`src/rtl/ssi_pkg.sv`:
```
`timescale 1ns/1ps
package ssi_pkg;

  // How a strobe is interpreted by a slot counter.
  typedef enum logic {
    MODE_PER_BIT = 1'b0,
    MODE_BYTE    = 1'b1
  } strobe_mode_e;

endpackage

```
`src/rtl/ssi_slot_gate.sv`:
```
`timescale 1ns/1ps
// Decides on which edges a serial bit moves and tracks the bit index.
module ssi_slot_gate #(
  parameter int W = 8
) (
  input  logic                   clk,
  input  logic                   rst,
  input  ssi_pkg::strobe_mode_e  mode,
  input  logic                   strobe,
  output logic                   take,
  output logic [$clog2(W)-1:0]   idx
);
  localparam int CW = $clog2(W);
  localparam logic [CW-1:0] LAST_IDX = CW'(W - 1);

  logic [CW-1:0] cnt_q;
  logic          mid_byte;

  assign mid_byte = (cnt_q != '0);
  assign take     = strobe | ((mode == ssi_pkg::MODE_BYTE) & mid_byte);
  assign idx      = cnt_q;

  always_ff @(posedge clk) begin
    if (rst) begin
      cnt_q <= '0;
    end else if (take) begin
      if (cnt_q == LAST_IDX) cnt_q <= '0;
      else                   cnt_q <= cnt_q + 1'b1;
    end
  end
endmodule

```
`src/rtl/ssi_rx_path.sv`:
```
`timescale 1ns/1ps
// Receive deserializer, LSB first.
module ssi_rx_path #(
  parameter int W = 8
) (
  input  logic                  clk,
  input  logic                  rst,
  input  ssi_pkg::strobe_mode_e mode,
  input  logic                  strobe,
  input  logic                  din,
  output logic                  done,
  output logic [W-1:0]          data
);
  localparam int CW = $clog2(W);
  localparam logic [CW-1:0] LAST_IDX = CW'(W - 1);

  logic          take;
  logic [CW-1:0] idx;
  logic [W-1:0]  sh_q;
  logic [W-1:0]  sh_nxt;

  ssi_slot_gate #(.W(W)) u_gate (
    .clk    (clk),
    .rst    (rst),
    .mode   (mode),
    .strobe (strobe),
    .take   (take),
    .idx    (idx)
  );

  assign sh_nxt = {din, sh_q[W-1:1]};
  assign done   = take & (idx == LAST_IDX);
  assign data   = sh_nxt;

  always_ff @(posedge clk) begin
    if (rst)       sh_q <= '0;
    else if (take) sh_q <= sh_nxt;
  end
endmodule

```
`src/rtl/ssi_rx_hold.sv`:
```
`timescale 1ns/1ps
// Holding register between the deserializer and the consumer.
module ssi_rx_hold #(
  parameter int W = 8
) (
  input  logic         clk,
  input  logic         rst,
  input  logic         done,
  input  logic [W-1:0] data,
  input  logic         ready,
  input  logic         clr,
  output logic [W-1:0] byte_out,
  output logic         valid,
  output logic         overrun
);
  logic [W-1:0] byte_q;
  logic         valid_q;
  logic         ovr_q;
  logic         accept;
  logic         drop;

  assign accept = valid_q & ready;
  assign drop   = done & valid_q & ~ready;

  always_ff @(posedge clk) begin
    if (rst) begin
      byte_q  <= '0;
      valid_q <= 1'b0;
      ovr_q   <= 1'b0;
    end else begin
      if (done && !drop) begin
        byte_q  <= data;
        valid_q <= 1'b1;
      end else if (accept) begin
        valid_q <= 1'b0;
      end
      if (drop)     ovr_q <= 1'b1;
      else if (clr) ovr_q <= 1'b0;
    end
  end

  assign byte_out = byte_q;
  assign valid    = valid_q;
  assign overrun  = ovr_q;
endmodule

```
`src/rtl/ssi_tx_buf.sv`:
```
`timescale 1ns/1ps
// One-entry transmit buffer with valid/ready intake.
module ssi_tx_buf #(
  parameter int W = 8
) (
  input  logic         clk,
  input  logic         rst,
  input  logic [W-1:0] in_byte,
  input  logic         in_valid,
  output logic         in_ready,
  input  logic         consume,
  output logic         full,
  output logic [W-1:0] held
);
  logic         full_q;
  logic [W-1:0] held_q;

  always_ff @(posedge clk) begin
    if (rst) begin
      full_q <= 1'b0;
      held_q <= '0;
    end else if (consume) begin
      full_q <= 1'b0;
    end else if (in_valid && !full_q) begin
      full_q <= 1'b1;
      held_q <= in_byte;
    end
  end

  assign in_ready = ~full_q;
  assign full     = full_q;
  assign held     = held_q;
endmodule

```
`src/rtl/ssi_tx_path.sv`:
```
`timescale 1ns/1ps
// Transmit serializer, LSB first, with all-ones fill on underrun.
module ssi_tx_path #(
  parameter int W = 8
) (
  input  logic                  clk,
  input  logic                  rst,
  input  ssi_pkg::strobe_mode_e mode,
  input  logic                  strobe,
  input  logic                  have_byte,
  input  logic [W-1:0]          next_byte,
  output logic                  consume,
  output logic                  line,
  output logic                  underrun
);
  localparam int CW = $clog2(W);

  logic          take;
  logic [CW-1:0] idx;
  logic          slot_start;
  logic [W-1:0]  sh_q;
  logic          line_q;
  logic          und_q;

  ssi_slot_gate #(.W(W)) u_gate (
    .clk    (clk),
    .rst    (rst),
    .mode   (mode),
    .strobe (strobe),
    .take   (take),
    .idx    (idx)
  );

  assign slot_start = take & (idx == '0);
  assign consume    = slot_start & have_byte;

  always_ff @(posedge clk) begin
    if (rst) begin
      sh_q   <= '1;
      line_q <= 1'b1;
      und_q  <= 1'b0;
    end else begin
      und_q <= 1'b0;
      if (slot_start) begin
        if (have_byte) begin
          line_q <= next_byte[0];
          sh_q   <= {1'b1, next_byte[W-1:1]};
        end else begin
          line_q <= 1'b1;
          sh_q   <= '1;
          und_q  <= 1'b1;
        end
      end else if (take) begin
        line_q <= sh_q[0];
        sh_q   <= {1'b1, sh_q[W-1:1]};
      end
    end
  end

  assign line     = line_q;
  assign underrun = und_q;
endmodule

```
`src/rtl/strobe_serial_if.sv`:
```
`timescale 1ns/1ps
// Strobe-qualified serial byte port: top level.
module strobe_serial_if #(
  parameter int W = 8
) (
  input  logic         clk,
  input  logic         rst,
  input  logic         byte_mode,
  input  logic         rx_din,
  input  logic         rx_strobe,
  output logic [W-1:0] rx_byte,
  output logic         rx_valid,
  input  logic         rx_ready,
  input  logic         ovr_clear,
  output logic         rx_overrun,
  input  logic         tx_strobe,
  input  logic [W-1:0] tx_byte,
  input  logic         tx_valid,
  output logic         tx_ready,
  output logic         tx_line,
  output logic         tx_underrun
);
  ssi_pkg::strobe_mode_e mode;
  logic                  rx_done;
  logic [W-1:0]          rx_word;
  logic                  tx_consume;
  logic                  tx_full;
  logic [W-1:0]          tx_held;

  assign mode = byte_mode ? ssi_pkg::MODE_BYTE : ssi_pkg::MODE_PER_BIT;

  ssi_rx_path #(.W(W)) u_rx (
    .clk    (clk),
    .rst    (rst),
    .mode   (mode),
    .strobe (rx_strobe),
    .din    (rx_din),
    .done   (rx_done),
    .data   (rx_word)
  );

  ssi_rx_hold #(.W(W)) u_rx_hold (
    .clk      (clk),
    .rst      (rst),
    .done     (rx_done),
    .data     (rx_word),
    .ready    (rx_ready),
    .clr      (ovr_clear),
    .byte_out (rx_byte),
    .valid    (rx_valid),
    .overrun  (rx_overrun)
  );

  ssi_tx_buf #(.W(W)) u_tx_buf (
    .clk      (clk),
    .rst      (rst),
    .in_byte  (tx_byte),
    .in_valid (tx_valid),
    .in_ready (tx_ready),
    .consume  (tx_consume),
    .full     (tx_full),
    .held     (tx_held)
  );

  ssi_tx_path #(.W(W)) u_tx (
    .clk       (clk),
    .rst       (rst),
    .mode      (mode),
    .strobe    (tx_strobe),
    .have_byte (tx_full),
    .next_byte (tx_held),
    .consume   (tx_consume),
    .line      (tx_line),
    .underrun  (tx_underrun)
  );
endmodule

```
`config.mk`:
```
export PLATFORM = sky130hd
export DESIGN_NAME = strobe_serial_if
export DESIGN_NICKNAME = d
export VERILOG_FILES = /design/src/rtl/ssi_pkg.sv /design/src/rtl/ssi_slot_gate.sv /design/src/rtl/ssi_rx_path.sv /design/src/rtl/ssi_rx_hold.sv /design/src/rtl/ssi_tx_buf.sv /design/src/rtl/ssi_tx_path.sv /design/src/rtl/strobe_serial_if.sv
export SDC_FILE = /design/constraint.sdc
export NUM_CORES = 1
export LEC_CHECK = 0
export BUFFER_PORTS_ARGS = -buffer_cell sky130_fd_sc_hd__clkbuf_2
export CAP_MARGIN = 20
export CORE_UTILIZATION = 30
export DETAILED_ROUTE_END_ITERATION = 10
export PLACE_DENSITY = 0.47
export SLEW_MARGIN = 20
export SYNTH_ARGS = -nofsm -noshare
export SYNTH_HDL_FRONTEND = slang
export SYNTH_SLANG_ARGS = --single-unit
```
`constraint.sdc`:
```
create_clock -name clk -period 2.6 [get_ports clk]
set_input_delay 0.26 -clock clk [delete_from_list [all_inputs] [get_ports clk]]
set_output_delay 0.26 -clock clk [all_outputs]
set_load 0.05 [all_outputs]
```
==> results of run 1 <==
-- sequential cells by signal (all words and copies together), names as in the netlist --
register and flops:
u_rx_hold.overrun 1, u_tx.sh_q 7, u_rx_hold.valid 1, u_tx.line 1, u_tx_buf.held 8, u_tx_buf.full 1, u_tx.underrun 1, u_rx_hold.byte_out 8
u_rx.u_gate.idx 3, u_tx.u_gate.idx 3, u_rx.sh_q 7
-- synthesized netlist by cell type, drive strengths merged --
library cell and n:
o31ai 1, mux2i 19, a21o 1, ha 6, dfxtp 41, or4 1, nor3 1, buf 7
and2b 1, nand2b 21, a21oi 14, nor2b 1, or3 2, nand2 21, nor2 20, a311oi 7
or3b 1, clkbuf 4, a211o 7, inv 12
-- power by group through the flow --
stage	clock [mW]	combinational [mW]	sequential [mW]
floorplan	0	0.162	0.703
global placement	0	0.193	0.701
detailed placement	0	0.195	0.701
CTS	0.415	0.195	0.687
global route	0.443	0.215	0.692
finish	0.394	0.190	0.687
-- routing by layer --
layer | wire length (um) | global-route usage (%) | vias up
met5 | 0 | 0 | -
met4 | 42 | 4.36 | 0
met3 | 128 | 3.45 | 5
met2 | 1410 | 17.4 | 18
met1 | 1500 | 13.5 | 603
li1 | - | - | 679
-- critical path, cell delays in order (launching register included) --
cell and delay (ns):
sky130_fd_sc_hd__dfxtp_1 0.33, sky130_fd_sc_hd__inv_1 0.07, sky130_fd_sc_hd__ha_1 0.22, sky130_fd_sc_hd__nand2b_4 0.07
sky130_fd_sc_hd__a21oi_2 0.67, sky130_fd_sc_hd__a311oi_1 0.11, sky130_fd_sc_hd__a211o_1 0.30
-- how the worst max path moves through the flow --
stage                             from            to  slack [ns]  depth (start not counted)
floorplan           u_tx.u_gate.idx[0]     u_tx.line        1.18                          7
global placement    u_tx.u_gate.idx[0]  u_tx.sh_q[3]        0.78                          6
detailed placement  u_tx.u_gate.idx[0]  u_tx.sh_q[2]        0.73                          6
CTS                 u_tx.u_gate.idx[0]  u_tx.sh_q[3]        0.72                          6
global route        u_tx.u_gate.idx[0]  u_tx.sh_q[4]        0.57                          6
finish              u_tx.u_gate.idx[0]  u_tx.sh_q[3]        0.73                          6
-- cell usage in the layout (no fill, tap or decap) --
| master | count |
|---|---|
| sky130_fd_sc_hd__dfxtp_1 | 41 |
| sky130_fd_sc_hd__a21oi_1 | 12 |
| sky130_fd_sc_hd__a311oi_1 | 7 |
| sky130_fd_sc_hd__nand2_1 | 21 |
| sky130_fd_sc_hd__nor2b_1 | 1 |
| sky130_fd_sc_hd__or3_1 | 2 |
| sky130_fd_sc_hd__inv_2 | 1 |
| sky130_fd_sc_hd__or3b_2 | 1 |
| sky130_fd_sc_hd__or4_1 | 1 |
| sky130_fd_sc_hd__clkbuf_8 | 5 |
| sky130_fd_sc_hd__nor2_4 | 1 |
| sky130_fd_sc_hd__nor2_1 | 19 |
| sky130_fd_sc_hd__clkbuf_1 | 3 |
| sky130_fd_sc_hd__a21oi_2 | 1 |
| sky130_fd_sc_hd__and2b_4 | 1 |
| sky130_fd_sc_hd__a21oi_4 | 1 |
| sky130_fd_sc_hd__nor3_1 | 1 |
| sky130_fd_sc_hd__mux2i_1 | 19 |
| sky130_fd_sc_hd__nand2b_1 | 19 |
| sky130_fd_sc_hd__o31ai_1 | 1 |
| sky130_fd_sc_hd__buf_4 | 1 |
| sky130_fd_sc_hd__a211o_1 | 7 |
| sky130_fd_sc_hd__nand2b_4 | 2 |
| sky130_fd_sc_hd__ha_1 | 6 |
| sky130_fd_sc_hd__clkbuf_2 | 29 |
| sky130_fd_sc_hd__a21o_1 | 1 |
| sky130_fd_sc_hd__inv_1 | 11 |
-- per-stage QoR --
step | util [%] | hold WS, ns | power, mW
after floorplan | - | 0.396 | 0.865
after global placement | 34.9 | 0.449 | 0.895
after detailed placement | 34.9 | 0.448 | 0.896
after CTS | 36.3 | 0.178 | 1.30
after global routing | 36.3 | 0.186 | 1.35
final | 36.3 | 0.188 | 1.27
-- area by class of cell --
| type | instances | area [um2] |
|---|---|---|
| fillers | 614 | 3570 |
| multi-input cells | 124 | 846 |
| flip-flops and latches | 41 | 821 |
| repair buffers | 30 | 153 |
| well taps | 72 | 90.1 |
| clock buffers | 8 | 80.1 |
| inverters | 12 | 45.0 |
-- logic make-up after synthesis --
logic type | after synthesis | synth area share (%)
AND/OR/NAND/NOR | 69 | 20.0
flip-flops | 41 | 45.9
AO/OA/AOI/OAI | 30 | 12.5
buffers and inverters | 23 | 6.72
multiplexers | 19 | 10.6
adder cells (fa/ha/maj) | 6 | 4.20
==> metrics.txt, run 1 <==
worst slack at placement 0.735 ns; setup repair bufs after CTS 0; quantity of hold-fixing buffers added after cts 0; Syn Nets between 200 and 250; P_int 0.934 mW; proportion of power drawn by flip-flops and latches 54.0%; critical path arrival 2.05 ns; count of placed standard cells in the final layout, fillers left out ~290; maximum number of pins on one net before global-route repair 36; total number of nets in the final design 237; crit path time final 1.87 ns; final count of hold timing violations 0; number of antenna-violating nets in the routed design 0; required time at the endpoint of the critical path 2.78 ns; number of global-route vias before repair 1,228; fraction of the yosys area taken by sequential cells 45.9%; worst slew pin tran 0.888 ns; RR Startpoint u_tx.u_gate.idx[0]; first-iteration detailed-routing DRC count 59; starting utilization of the core area 31.9%; flop and latch count out of synthesis 41; CTS tree done; number of buffers inserted during clock tree synthesis 5; Syn. warnings 0; Distinct cells, synth 26; Routed wire per std cell 10.8 um; post-route cell area 2030 um2; portion of synthesized cell area occupied by the leading cell type around 46%; worst slew slack as a fraction of its limit 40.8%; largest fanout on the critical path 20; final setup vio count 0; clock power share 31.0%; maximum operating frequency 0.535 GHz; register-to-register path setup slack 0.73 ns; Pre-antenna DRT Iters 4; Remaining Overflow, GRT 0; kind of capture point of the worst setup path flip-flop; clock-pin slew on the worst setup and hold paths around 0.070 ns; Final HPWL DP between 2 and 2.5 mm; setup TNS 0 ns; Avg Vias per Cell 4.55; Final Worst Setup Slack 0.730 ns; sort of element at the start of the critical path flip-flop; Hold Crit Class input pin to flip-flop; average footprint of a synthesized cell 9.50 um2; total standard cell area after synthesis 1790 um2; standard-cell row count 27; switch share 26.5%; largest area contributor in the netlist sky130_fd_sc_hd__dfxtp_1; Clock Sinks 41; pwr dens 625 nW/um2; clock tree root buffer cell sky130_fd_sc_hd__clkbuf_8; number of H-tree levels 2; launch point of the worst hold path tx_byte[6]; core area 5610 um2; post-route DRC violation count 0; dominant cells by area after synthesis sky130_fd_sc_hd__dfxtp_1 46%, sky130_fd_sc_hd__mux2i_1 11%, sky130_fd_sc_hd__nand2b_1 6.7%; number of buffers on the longest clock path 2; type of the worst setup path flip-flop to flip-flop; outcome completed; Syn Inst Count 188; top-level port count 30; height of the die 79.2 um; peak supply drop approximately 0.00024 V; routability-driven placement congestion ratio 0.683; area added between synthesis and finish 13.9%; first-pass GRT wire length 5.35 mm; Worst Clk Skew between 0.003 and 0.004 ns; share of the cycle needed by the critical path after routing 71.9%; Register-to-Register Path Depth 6; Post-DP Area slightly below 2000 um2; share of layout cells above drive strength 1 about a fifth; DP Cell Count ~280; Port Buf Inserts 29; DIE WIDTH 79.2 um; Routed Wire Length 3.09 mm; worst-skew pair later-pin latency 0.28 ns; RSZ-0062 raised after global routing false; end of the worst hold path u_tx_buf.held[6]; Max Slew Vio Count 0; Static Leakage 0.818 nW; power share of the combinational group ~15%; switching power 0.337 mW; total routing usage reported by global routing 10.9%; via count of the routed design 1,305; post_cts resized 0; MaxCap Viol Count 0; initial antenna violation count 0; reg-to-reg endpoint u_tx.sh_q[3]; die footprint 6270 um2; Antenna Diode Count 0; worst hold path stage count 3
Power figures use the tool's default switching activity.
==> run 2, diff against run 1 <==
PLACE_DENSITY = 0.49   (was 0.47)
clock period = 1.6 ns   (was 2.6 ns; I/O delays follow)
==> run 2 against run 1 <==
  * Combinational power grew 98%
  * Design area up 7.1%
  * Power up 70%
  * Global-route usage rose by 0.61 points
  * Largest power group unchanged
  * Critical endpoint is now u_tx.sh_q[6]
  * Non-clock buffer count increased by 10
  * Worst setup slack got worse by 0.65 ns
  * Largest cell class unchanged
  * Fmax up 23%
  * First-iteration DRC count fell by 10%
  * Core utilization increased by 2.6 points
  * Sequential power grew 62%
  * Routed wire length increased by 2.6%
  * Critical path depth rose by 1
  * Highest routed layer unchanged
==> metrics.txt, run 2 (synthesis gave the netlist of run 1 again) <==
Worst Clk Skew 0.00364 ns (+0.000393 ns); post-route worst hold slack 0.0854 ns (-0.103 ns); worst slack at placement 0.00881 ns (-0.726 ns); maximum operating frequency 0.660 GHz (+23%); starting utilization of the core area 31.9% (unchanged); number of buffers on the longest clock path 2 (unchanged); top routing layer in use met4; Antenna Diode Count 0 (unchanged); number of global-route vias before repair 1,249 (+1.7%); Hold Crit Class input pin to flip-flop; Port Buf Inserts 29 (unchanged); share of layout cells above drive strength 1 25.4% (+5.4 points); Static Leakage 0.891 nW (+8.9%); critical path arrival 1.71 ns (-0.34 ns); Routed Wire Length 3.17 mm (+2.6%); wire length on met3 149 um (+16%); total met2 wirelength after detailed routing 1.28 mm (-9.3%); highest-count cells in the layout ignoring fill and taps 39 x sky130_fd_sc_hd__dfxtp_1, 29 x sky130_fd_sc_hd__clkbuf_2, 21 x sky130_fd_sc_hd__nand2_1; final setup vio count 0 (unchanged); largest fanout on the critical path 7 (-65%); top-level port count 30 (unchanged); first-iteration detailed-routing DRC count 53 (-10%); height of the die 79.2 um (unchanged); outcome completed; type of the worst setup path flip-flop to flip-flop; via count of the routed design 1,329 (+1.8%); Final Worst Setup Slack 0.0843 ns (-0.646 ns); worst slew pin tran 0.300 ns (-0.588 ns); Clock Sinks 41 (unchanged); clock-pin slew on the worst setup and hold paths 0.07 ns (about the same); die footprint 6270 um2 (unchanged); area added between synthesis and finish 21.9%; number of buffers inserted during clock tree synthesis 5 (unchanged); share of the cycle needed by the critical path after routing 94.7% (+23 points); sort of element at the start of the critical path flip-flop; final core occ 38.8% (+2.6 points); Avg Vias per Cell 4.49 (-1.3%); Pre-antenna DRT Iters 4 (unchanged); crit path time final 1.52 ns (-0.354 ns); MaxCap Viol Count 0 (unchanged); kind of capture point of the worst setup path flip-flop; clock tree root buffer cell sky130_fd_sc_hd__clkbuf_8; initial antenna violation count 0 (unchanged); number of H-tree levels 2 (unchanged); first-pass GRT wire length 5.59 mm (+4.4%); post-route DRC violation count 0 (unchanged); number of antenna-violating nets in the routed design 0 (unchanged); # fillers 596 (-2.9%); core area 5610 um2 (unchanged); pwr dens 994 nW/um2 (+59%); Remaining Overflow, GRT 0 (unchanged); maximum number of pins on one net before global-route repair 50 (+39%); CTS tree done; standard-cell row count 27 (unchanged); Final HPWL DP 2.17 mm (-1.2%); Max Slew Vio Count 0 (unchanged); routability-driven placement congestion ratio 0.711 (+4.0%); DIE WIDTH 79.2 um (unchanged); total number of nets in the final design 247 (+4.2%); peak supply drop 0.000381 V (+58%); leading cell type in the layout, fill and taps excluded sky130_fd_sc_hd__dfxtp_1; met1 wire length 1.65 mm (+9.6%); setup TNS 0 ns (unchanged); final count of hold timing violations 0 (unchanged); total routing usage reported by global routing 11.5% (+0.61 points); worst slew slack as a fraction of its limit 80.0% (+39 points); setup repair bufs after CTS 0 (unchanged); RSZ-0062 raised after global routing false; quantity of hold-fixing buffers added after cts 0 (unchanged); required time at the endpoint of the critical path 1.79 ns (-0.99 ns); Routed wire per std cell 10.7 um (-0.50%); worst-skew pair later-pin latency 0.29 ns (about the same)
==> run 2: cell types whose count changed in the layout (fill, tap and decap cells not counted) <==
cell | previous run | this run
sky130_fd_sc_hd__buf_4 | 1 | 7
sky130_fd_sc_hd__buf_12 | 0 | 4
sky130_fd_sc_hd__clkbuf_1 | 3 | 1
sky130_fd_sc_hd__dfxtp_1 | 41 | 39
sky130_fd_sc_hd__dfxtp_2 | 0 | 2
sky130_fd_sc_hd__a21oi_2 | 1 | 0
sky130_fd_sc_hd__a21oi_4 | 1 | 2
sky130_fd_sc_hd__clkbuf_8 | 5 | 6
sky130_fd_sc_hd__ha_1 | 6 | 5
sky130_fd_sc_hd__ha_2 | 0 | 1
==> run 2: final timing paths <==
| path | start | end | slack [ns] | cells past startpoint |
|---|---|---|---|---|
| setup reg to reg | u_tx.u_gate.idx[0] | u_tx.sh_q[6] | 0.08 | 7 |
| hold / removal | tx_byte[7] | u_tx_buf.held[7] | 0.09 | 3 |
| hold reg to reg | u_tx_buf.held[3] | u_tx_buf.held[3] | 0.46 | 2 |
| setup / recovery | u_tx.u_gate.idx[0] | u_tx.sh_q[6] | 0.08 | 7 |
==> run 2: what timing repair did <==
item                                   in CTS  in global routing
pin swaps                                   0                  1
resized for setup                           1                  3
setup endpoints to repair                   1                  1
endpoints found under the hold margin       0                  0
==> run 2: report_power, final <==
group | leakage (nW) | switching (mW) | internal (mW)
Combinational | 0.511 | 0.200 | 0.176
Sequential | 0.336 | 0.0295 | 1.08
Clock | 0.0443 | 0.340 | 0.342
Total | 0.891 | 0.569 | 1.60
==> run 2: final cells by class <==
cell class / instances / area [um2] / share of cell area [%]
timing repair buffer: 40 / 278 / 12.8
clock buffer: 7 / 86.3 / 3.96
sequential: 41 / 823 / 37.8
tap: 72 / 90.1 / 4.14
inverter: 12 / 45.0 / 2.07
multi-input combinational: 124 / 856 / 39.3
==> run 2: per-layer routing <==
layer	global-route usage, %	up-vias
li1	-	697
met1	15.1	600
met2	16.7	25
met3	2.87	7
met4	7.09	0
met5	0	-
==> run 2: stage by stage <==
| stage | area (um2) | instances | power (mW) |
|---|---|---|---|
| global placement | 2080 | 289 | 1.50 |
| global route | 2180 | 296 | 2.29 |
| finish | 2180 | 296 | 2.16 |
| detailed placement | 2080 | 289 | 1.50 |
| CTS | 2170 | 296 | 2.21 |
| floorplan | 1790 | 188 | 1.41 |
==> run 2: critical path, cell delays in order (launching register included) <==
cell and delay (ns):
sky130_fd_sc_hd__dfxtp_2 0.33, sky130_fd_sc_hd__inv_1 0.04, sky130_fd_sc_hd__ha_2 0.19, sky130_fd_sc_hd__nand2b_4 0.08, sky130_fd_sc_hd__a21oi_4 0.07, sky130_fd_sc_hd__buf_12 0.14
sky130_fd_sc_hd__or4_1 0.40, sky130_fd_sc_hd__a21o_1 0.17
